[config.mk]
export PLATFORM = sky130hd
export DESIGN_NAME = edge_tdc
export DESIGN_NICKNAME = d
export VERILOG_FILES = /design/src/rtl/tdc_pkg.sv /design/src/rtl/tdc_sync.sv /design/src/rtl/tdc_therm_enc.sv /design/src/rtl/tdc_measure.sv /design/src/rtl/edge_tdc.sv
export SDC_FILE = /design/constraint.sdc
export NUM_CORES = 1
export LEC_CHECK = 0
export BUFFER_PORTS_ARGS = -buffer_cell sky130_fd_sc_hd__clkbuf_2
export CAP_MARGIN = 20
export CORE_MARGIN = 2
export CORE_UTILIZATION = 56
export CTS_BUF_LIST = sky130_fd_sc_hd__clkbuf_8
export DETAILED_ROUTE_END_ITERATION = 7
export PLACE_DENSITY_LB_ADDON = 0.12
export SYNTH_ARGS = -nofsm -noshare
export SYNTH_HDL_FRONTEND = slang
export SYNTH_SLANG_ARGS = --single-unit
[constraint.sdc]
create_clock -name clk -period 4.63 [get_ports clk]
set_input_delay 0.463 -clock clk [delete_from_list [all_inputs] [get_ports clk]]
set_output_delay 0.463 -clock clk [all_outputs]
set_load 0.01 [all_outputs]
[src/rtl/tdc_pkg.sv]
package tdc_pkg;

    localparam int TAPS_DEF        = 32;
    localparam int COARSE_W_DEF    = 7;
    localparam int SYNC_STAGES_DEF = 2;

    // Measurement sequencer states
    typedef enum logic [1:0] {
        ST_IDLE = 2'd0,   // waiting for a leading edge
        ST_HIGH = 2'd1,   // leading time held, waiting for trailing edge
        ST_DROP = 2'd2    // pulse rejected, waiting for its trailing edge
    } meas_state_e;

    // Edge events from the synchronizer
    typedef struct packed {
        logic rise;
        logic fall;
    } edge_evt_t;

endpackage

[src/rtl/tdc_sync.sv]
module tdc_sync
    import tdc_pkg::*;
#(
    parameter int STAGES = SYNC_STAGES_DEF
) (
    input  logic      clk,
    input  logic      rst,
    input  logic      async_i,
    output edge_evt_t evt_o
);

    // chain[0..STAGES-1] is the synchronizer, chain[STAGES] the delayed copy
    logic [STAGES:0] chain;

    always_ff @(posedge clk) begin
        if (rst) begin
            chain <= '0;
        end else begin
            chain <= {chain[STAGES-1:0], async_i};
        end
    end

    always_comb begin
        evt_o.rise = chain[STAGES-1] & ~chain[STAGES];
        evt_o.fall = ~chain[STAGES-1] & chain[STAGES];
    end

endmodule

[src/rtl/tdc_therm_enc.sv]
module tdc_therm_enc #(
    parameter int TAPS   = 32,
    parameter int FINE_W = $clog2(TAPS)
) (
    input  logic [TAPS-1:0]   taps_i,
    output logic [FINE_W-1:0] fine_o
);

    // Two zero bits above the top tap so the edge test never indexes out
    logic [TAPS+1:0] ext;
    logic            found;

    assign ext = {2'b00, taps_i};

    // A real edge is a 1 followed by two 0s; a lone 0 is treated as a bubble
    always_comb begin
        fine_o = FINE_W'(TAPS - 1);
        found  = 1'b0;
        if (!ext[0] && !ext[1]) begin
            fine_o = '0;
            found  = 1'b1;
        end
        for (int i = 0; i < TAPS - 1; i++) begin
            if (!found && ext[i] && !ext[i+1] && !ext[i+2]) begin
                fine_o = FINE_W'(i + 1);
                found  = 1'b1;
            end
        end
    end

endmodule

[src/rtl/tdc_measure.sv]
module tdc_measure
    import tdc_pkg::*;
#(
    parameter int TS_W = 12
) (
    input  logic            clk,
    input  logic            rst,
    input  logic            rise_i,
    input  logic            fall_i,
    input  logic [TS_W-1:0] ts_i,
    input  logic            ready_i,
    output logic            valid_o,
    output logic [TS_W-1:0] lead_o,
    output logic [TS_W-1:0] trail_o,
    output logic [TS_W-1:0] tot_o,
    output logic            ovf_o
);

    meas_state_e     state;
    logic [TS_W-1:0] lead_q;
    logic            pending;

    assign pending = valid_o & ~ready_i;

    always_ff @(posedge clk) begin
        if (rst) begin
            state   <= ST_IDLE;
            lead_q  <= '0;
            valid_o <= 1'b0;
            lead_o  <= '0;
            trail_o <= '0;
            tot_o   <= '0;
            ovf_o   <= 1'b0;
        end else begin
            if (valid_o && ready_i) begin
                valid_o <= 1'b0;
            end
            unique case (state)
                ST_IDLE: begin
                    if (rise_i) begin
                        if (pending) begin
                            ovf_o <= 1'b1;
                            state <= ST_DROP;
                        end else begin
                            lead_q <= ts_i;
                            state  <= ST_HIGH;
                        end
                    end
                end
                ST_HIGH: begin
                    if (fall_i) begin
                        lead_o  <= lead_q;
                        trail_o <= ts_i;
                        tot_o   <= ts_i - lead_q;   // modulo 2^TS_W
                        valid_o <= 1'b1;
                        state   <= ST_IDLE;
                    end
                end
                ST_DROP: begin
                    if (fall_i) begin
                        state <= ST_IDLE;
                    end
                end
                default: state <= ST_IDLE;
            endcase
        end
    end

    AST_VALID_HOLD: assert property (@(posedge clk) disable iff (rst)
        valid_o && !ready_i |=> valid_o && $stable(lead_o) && $stable(trail_o) && $stable(tot_o));

    AST_DROP_FLAG: assert property (@(posedge clk) disable iff (rst)
        state == ST_IDLE && rise_i && valid_o && !ready_i |=> ovf_o);

    AST_OVF_STICKY: assert property (@(posedge clk) disable iff (rst)
        ovf_o |=> ovf_o);

    AST_LOAD_ON_FALL: assert property (@(posedge clk) disable iff (rst)
        state == ST_HIGH && fall_i |=> valid_o);

    AST_EDGE_EXCL: assert property (@(posedge clk) disable iff (rst)
        !(rise_i && fall_i));

    AST_ACCEPT_NO_OVF: assert property (@(posedge clk) disable iff (rst)
        state == ST_IDLE && rise_i && !ovf_o && (!valid_o || ready_i) |=> !ovf_o);

endmodule

[src/rtl/edge_tdc.sv]
module edge_tdc
    import tdc_pkg::*;
#(
    parameter int TAPS        = TAPS_DEF,
    parameter int COARSE_W    = COARSE_W_DEF,
    parameter int SYNC_STAGES = SYNC_STAGES_DEF,
    localparam int FINE_W     = $clog2(TAPS),
    localparam int TS_W       = COARSE_W + FINE_W
) (
    input  logic            clk,
    input  logic            rst,
    input  logic            hit_i,
    input  logic [TAPS-1:0] taps_i,
    input  logic            res_ready_i,
    output logic            res_valid_o,
    output logic [TS_W-1:0] lead_ts_o,
    output logic [TS_W-1:0] trail_ts_o,
    output logic [TS_W-1:0] tot_o,
    output logic            overflow_o
);

    logic [COARSE_W-1:0] coarse_q;
    logic [FINE_W-1:0]   fine;
    logic [TS_W-1:0]     ts_now;
    edge_evt_t           evt;

    // Free-running coarse counter on the fast clock
    always_ff @(posedge clk) begin
        if (rst) begin
            coarse_q <= '0;
        end else begin
            coarse_q <= coarse_q + 1'b1;
        end
    end

    AST_COARSE_STEP: assert property (@(posedge clk) disable iff (rst)
        !$past(rst) |-> coarse_q == $past(coarse_q) + COARSE_W'(1));

    tdc_sync #(
        .STAGES (SYNC_STAGES)
    ) u_sync (
        .clk     (clk),
        .rst     (rst),
        .async_i (hit_i),
        .evt_o   (evt)
    );

    tdc_therm_enc #(
        .TAPS   (TAPS),
        .FINE_W (FINE_W)
    ) u_enc (
        .taps_i (taps_i),
        .fine_o (fine)
    );

    assign ts_now = {coarse_q, fine};

    tdc_measure #(
        .TS_W (TS_W)
    ) u_meas (
        .clk     (clk),
        .rst     (rst),
        .rise_i  (evt.rise),
        .fall_i  (evt.fall),
        .ts_i    (ts_now),
        .ready_i (res_ready_i),
        .valid_o (res_valid_o),
        .lead_o  (lead_ts_o),
        .trail_o (trail_ts_o),
        .tot_o   (tot_o),
        .ovf_o   (overflow_o)
    );

endmodule

==> reports/summary.txt, run 1 <==
status -> finished, final reports clean
Yosys cell types -> 53
first-pass GRT wire length -> 12700 um
# port buffers -> 73
achievable frequency -> 0.263 GHz
CTS buffer count -> 9
Area Overhead vs Synth -> 17.8%
peak supply drop -> 0.232 mV
# rows -> 28
routed wire length -> 7700 um
GPL Wtd Cong -> 0.853
Die ar. -> 6640 um2
GRT Overall Usage -> 24.7%
largest net degree at the start of global routing -> 59
most common cell in the netlist -> nand2_1
register share of total power -> 48.4%
Yosys warnings -> 0
die width -> 81.5 um
crit share post-route -> 82.2%
Final Skew -> 0.00619 ns
post-route insts no fill -> 577
top cells by area, synth -> dfxtp_1 (37%), nand2_1 (8.7%), a21oi_1 (7.7%)
dpl hpwl -> 5690 um
Int Power -> 805 uW
Syn Nets -> 478
total negative slack -> 0 ns
vias in the first global route -> 2940
Worst Tran Pin Value -> 0.806 ns
combinational fraction of design power -> 15.7%
I/O pin total -> 74
PostCTS Resize Cnt -> 0
Congestion Overflow GR -> 0
critical path arrival -> 4.04 ns
Synth Flop Type -> dfxtp_1
pins over their slew limit -> 0
CTS Hold Buffers Added -> 0
# setup viols final -> 0
ratio of cells with drive above 1 in the final layout -> 20.9%
Clock transition at path regs -> 0.07 ns
Layout Utilization -> 67.7%
RSZ-0062 raised after global routing -> no
startpoint types -> primary input
Setup WS pre-CTS -> 0.467 ns
fill cell total of the finished layout -> 503
post-layout minimum cycle time -> 3.81 ns
Seq/Total Area, Yosys -> 36.9%
initial core utilization -> 57.5%
WP data required -> 4.86 ns
worst min-delay path category -> primary input to flop
Synth async-reset ratio -> 0%
total power -> 1.13 mW
DRC -> 0
Final Hold Viols -> 0
area of the mapped netlist -> 3360 um2
Leak -> 1.60 nW
Nets -> 548
CP Capture Type -> flop
DR WL/cell -> 13.3 um
Crit Path Max Fanout -> 4
Max clock buf depth -> 2
CORE AREA -> 5850 um2
P per Cell Area -> 285 nW/um2
TritonCTS Sinks -> 62
post-CTS setup buffer count -> 0
antenna cells -> 0
register bit total from synthesis -> 62
initial antenna violation count -> 0
number of vias per cell -> 5.55
Synth top area share -> 36.9%
drt first pass iters -> 4
TritonCTS clock tree -> built
Final WS setup -> 0.823 ns
Detailed Route Iter0 Violations -> 122
dominant cell type by area after synthesis -> dfxtp_1
CTS root buf -> clkbuf_8
clock latency on the worst-skew pair -> 0.34 ns
Setup CP Type -> primary input to flop
commonest cells in the synthesized netlist -> nand2_1 (78), dfxtp_1 (62), a21oi_1 (52)
Psw -> 322 uW
Slew headroom -> 46.1%
gate count after technology mapping -> 427
placed insts -> 560
syn_area_per_cell -> 7.87 um2
Max-cap violations -> 0
htree depth -> 3
Post-synth EDFFs -> 0
die extent in y -> 81.5 um
clock share of power -> 35.9%
antenna-violating nets left -> 0
routed vias -> 3200
switching share of power -> 28.6%
-- final timing paths --
path                     startpoint           endpoint  slack (ns)  cells past startpoint
hold reg to reg   u_meas.trail_o[2]  u_meas.trail_o[2]        0.45                      2
hold / removal                hit_i    u_sync.chain[0]        0.35                      2
setup reg to reg        coarse_q[0]    u_meas.tot_o[9]        2.47                      7
setup / recovery         taps_i[15]   u_meas.tot_o[10]        0.82                     15
-- cell type report --
cell class | count | area, um2 | area share (%)
clock inverters | 7 | 41.3 | 1.04
multi-input cells | 325 | 1960 | 49.6
clock buffers | 9 | 124 | 3.13
inverters | 22 | 82.6 | 2.08
flip-flops and latches | 62 | 1240 | 31.3
well taps | 75 | 93.8 | 2.37
repair buffers | 77 | 415 | 10.5
-- state kept, by name (all words and copies together), names as in the netlist --
signal,cells
u_meas.lead_o,12
u_meas.lead_q,12
u_meas.tot_o,12
u_meas.trail_o,12
coarse_q,7
u_sync.chain,3
u_meas.state,2
u_meas.ovf_o,1
u_meas.valid_o,1
-- worst max-delay path, cell delays in order --
cell and delay [ns]:
clkbuf_2 0.09, nor2_1 0.13, a211oi_1 0.09, or4b_2 0.71
nand4bb_4 0.29, o311ai_2 0.41, or3_1 0.17, ha_1 0.17
inv_1 0.06, fa_1 0.43, a21o_1 0.17, a21oi_1 0.27
o21a_1 0.17, o31ai_1 0.10, o311ai_0 0.30
-- power by group through the flow --
| stage | Sequential (mW) | Combinational (mW) | Clock [mW] |
|---|---|---|---|
| finish | 0.546 | 0.177 | 0.405 |
| global placement | 0.558 | 0.171 | 0 |
| floorplan | 0.556 | 0.125 | 0 |
| global route | 0.547 | 0.200 | 0.435 |
| CTS | 0.546 | 0.176 | 0.414 |
| detailed placement | 0.558 | 0.175 | 0 |
-- through the flow --
stage | instance area, um2 | hold slack (ns)
5_1_grt | 3960 | 0.355
6_report | 3960 | 0.348
4_1_cts | 3930 | 0.346
3_3_place_gp | 3770 | 0.422
2_1_floorplan | 3360 | 0.414
3_5_place_dp | 3770 | 0.446
-- cell usage in the layout, fill, tap and decap left out, types with 3 or more instances in the layout --
master / instances
ha_1: 14
dfxtp_1: 62
o21ai_0: 5
nand2_1: 78
o21a_1: 5
nor2b_1: 10
inv_1: 23
nand2b_1: 9
nor2_1: 35
a31oi_1: 5
nand3_1: 12
xnor2_1: 7
o31ai_1: 8
a21oi_1: 52
xor2_1: 3
o21bai_1: 3
buf_4: 3
nand3b_1: 4
a211o_1: 4
a211oi_1: 12
or3_1: 4
clkbuf_2: 73
o41ai_1: 3
clkinv_2: 4
or2_2: 3
nor3_1: 12
clkbuf_8: 9
-- cells by family (layout without fill, tap and decap cells) --
| kind of cell | count (synthesis) | in the layout | share of synthesized area [%] |
|---|---|---|---|
| buffers and inverters | 40 | 115 | 4.69 |
| flip-flops | 62 | 62 | 36.9 |
| XOR/XNOR | 10 | 10 | 2.61 |
| AND/OR/NAND/NOR | 184 | 184 | 27.0 |
| adder cells (fa/ha/maj) | 15 | 15 | 5.81 |
| AO/OA/AOI/OAI | 116 | 116 | 23.0 |
-- layer usage --
layer | track usage, % | vias up | routed length (um)
met5 | 0 | - | 0
met2 | 41.7 | 73 | 3680
met1 | 30.2 | 1467 | 3500
met3 | 4.51 | 10 | 381
li1 | - | 1650 | -
met4 | 12.5 | 0 | 141
No activity file was read; power rests on OpenSTA's default activity.
==> run 2: changes to the inputs <==
==> constraint.sdc (replaced) <==
create_clock -name clk -period 4 [get_ports clk]
set_input_delay 0.4 -clock clk [delete_from_list [all_inputs] [get_ports clk]]
set_output_delay 0.4 -clock clk [all_outputs]
set_load 0.01 [all_outputs]
==> reports/summary.txt, run 2 (synthesized netlist as in run 1, its figures left out) <==
Final Hold Viols -> 0 (unchanged)
drt first pass iters -> 4 (unchanged)
commonest non-fill, non-tap cell in the layout -> nand2_1
clock latency on the worst-skew pair -> 0.34 ns (about the same)
post-layout minimum cycle time -> 3.69 ns
TritonCTS clock tree -> built
CORE AREA -> 5850 um2 (unchanged)
Nets -> 553 (+0.91%)
crit share post-route -> 92.1%
Setup CP Type -> primary input to flop
GRT Overall Usage -> 25.2% (+0.46 points)
CP top delay family -> compound AO/OA/AOI/OAI gates
commonest non-fill, non-tap cells in the layout -> nand2_1 (78), clkbuf_2 (73), dfxtp_1 (62), a21oi_1 (52), nor2_1 (35)
Buf+Inv Stages, Crit Path -> 2 (unchanged)
CTS buffer count -> 9 (unchanged)
CTS Hold Buffers Added -> 0 (unchanged)
Leak -> 1.63 nW (+2.4%)
pins over their slew limit -> 0 (unchanged)
largest net degree at the start of global routing -> 35 (-41%)
worst reg-to-reg path cell count -> 8 (+1)
critical path depth -> 15 (unchanged)
htree depth -> 3 (unchanged)
Detailed Route Iter0 Violations -> 136 (+11%)
die width -> 81.5 um (unchanged)
total power -> 1.44 mW (+28%)
ratio of cells with drive above 1 in the final layout -> 21.7% (+0.78 points)
Worst Hold Depth -> 2 (unchanged)
peak supply drop -> 0.316 mV (+36%)
CTS root buf -> clkbuf_8
Worst Tran Pin Value -> 0.594 ns (-0.212 ns)
routed vias -> 3215 (+0.47%)
dpl hpwl -> 5710 um (+0.28%)
worst path cell trace -> clkbuf_2, nor2_1, a211oi_1, or4b_2, nand4bb_4, o41ai_4, or3_1, ha_1, inv_1, fa_1, a21o_1, a21oi_1, o21a_1, o31ai_1, o311ai_0
DR WL/cell -> 13.6 um (+1.8%)
total negative slack -> 0 ns (unchanged)
number of vias per cell -> 5.52 (-0.39%)
Setup WS pre-CTS -> -0.0467 ns (-0.513 ns)
max incr delay on CP -> 0.70 ns (about the same)
Die ar. -> 6640 um2 (unchanged)
post-CTS setup buffer count -> 0 (unchanged)
TritonCTS Sinks -> 62 (unchanged)
Area Overhead vs Synth -> 20.0%
P per Cell Area -> 358 nW/um2 (+26%)
first-pass GRT wire length -> 12900 um (+1.7%)
worst min-delay path category -> primary input to flop
vias in the first global route -> 2906 (-1.2%)
GPL Wtd Cong -> 0.830 (-2.7%)
Congestion Overflow GR -> 0 (unchanged)
initial antenna violation count -> 0 (unchanged)
antenna cells -> 0 (unchanged)
Max-cap violations -> 0 (unchanged)
# port buffers -> 73 (unchanged)
Slew headroom -> 60.4% (+14 points)
Final Skew -> 0.0109 ns (+0.00470 ns)
# rows -> 28 (unchanged)
CP Capture Type -> flop
PostCTS Resize Cnt -> 0 (unchanged)
achievable frequency -> 0.271 GHz
DRC -> 0 (unchanged)
startpoint types -> primary input
fill cell total of the finished layout -> 490 (-2.6%)
die extent in y -> 81.5 um (unchanged)
Crit Path Max Fanout -> 4 (unchanged)
Final WS setup -> 0.314 ns (-0.508 ns)
CP max stage cell -> or4b_2
antenna-violating nets left -> 0 (unchanged)
critical path arrival -> 3.93 ns (-0.11 ns)
routed wire length -> 7910 um (+2.7%)
I/O pin total -> 74 (unchanged)
Max clock buf depth -> 2 (unchanged)
initial core utilization -> 57.5% (unchanged)
# setup viols final -> 0 (unchanged)
status -> finished, final reports clean
RSZ-0062 raised after global routing -> no
WP data required -> 4.24 ns (-0.62 ns)
Clock transition at path regs -> 0.07 ns (about the same)
==> run 2: final timing paths <==
path,from,to,slack (ns)
min reg2reg,u_sync.chain[0],u_sync.chain[1],0.44
min,hit_i,u_sync.chain[0],0.28
max reg2reg,u_meas.lead_q[0],u_meas.tot_o[10],1.82
max,taps_i[16],u_meas.tot_o[10],0.31
==> run 2: layout make-up <==
cell class / instances / area (um2) / area share [%]
inverters: 22 / 82.6 / 2.05
well taps: 75 / 93.8 / 2.33
clock buffers: 13 / 179 / 4.44
repair buffers: 82 / 433 / 10.7
clock inverters: 3 / 41.3 / 1.02
multi-input cells: 325 / 1960 / 48.7
flip-flops and latches: 62 / 1240 / 30.8
==> run 2: where the power goes <==
group	switching [mW]	internal, mW	total [mW]
logic	0.121	0.0938	0.214
clock network	0.242	0.354	0.596
registers	0.00771	0.624	0.632
==> run 2: stage by stage <==
step | cells | instance area, um2 | hold WS (ns) | utilization [%]
global route | 582 | 4030 | 0.297 | 68.9
CTS | 582 | 4030 | 0.269 | 68.9
floorplan | 427 | 3360 | 0.414 | -
detailed placement | 566 | 3810 | 0.430 | 65.2
finish | 582 | 4030 | 0.278 | 68.9
global placement | 566 | 3810 | 0.420 | 65.2
==> run 2: per-layer routing <==
layer / track usage, % / part of all wire (%) / vias up
li1: - / - / 1656
met1: 31.0 / 45 / 1465
met2: 43.0 / 48 / 84
met3: 5.82 / 5.4 / 10
met4: 9.32 / 1.3 / 0
met5: 0 / 0 / -
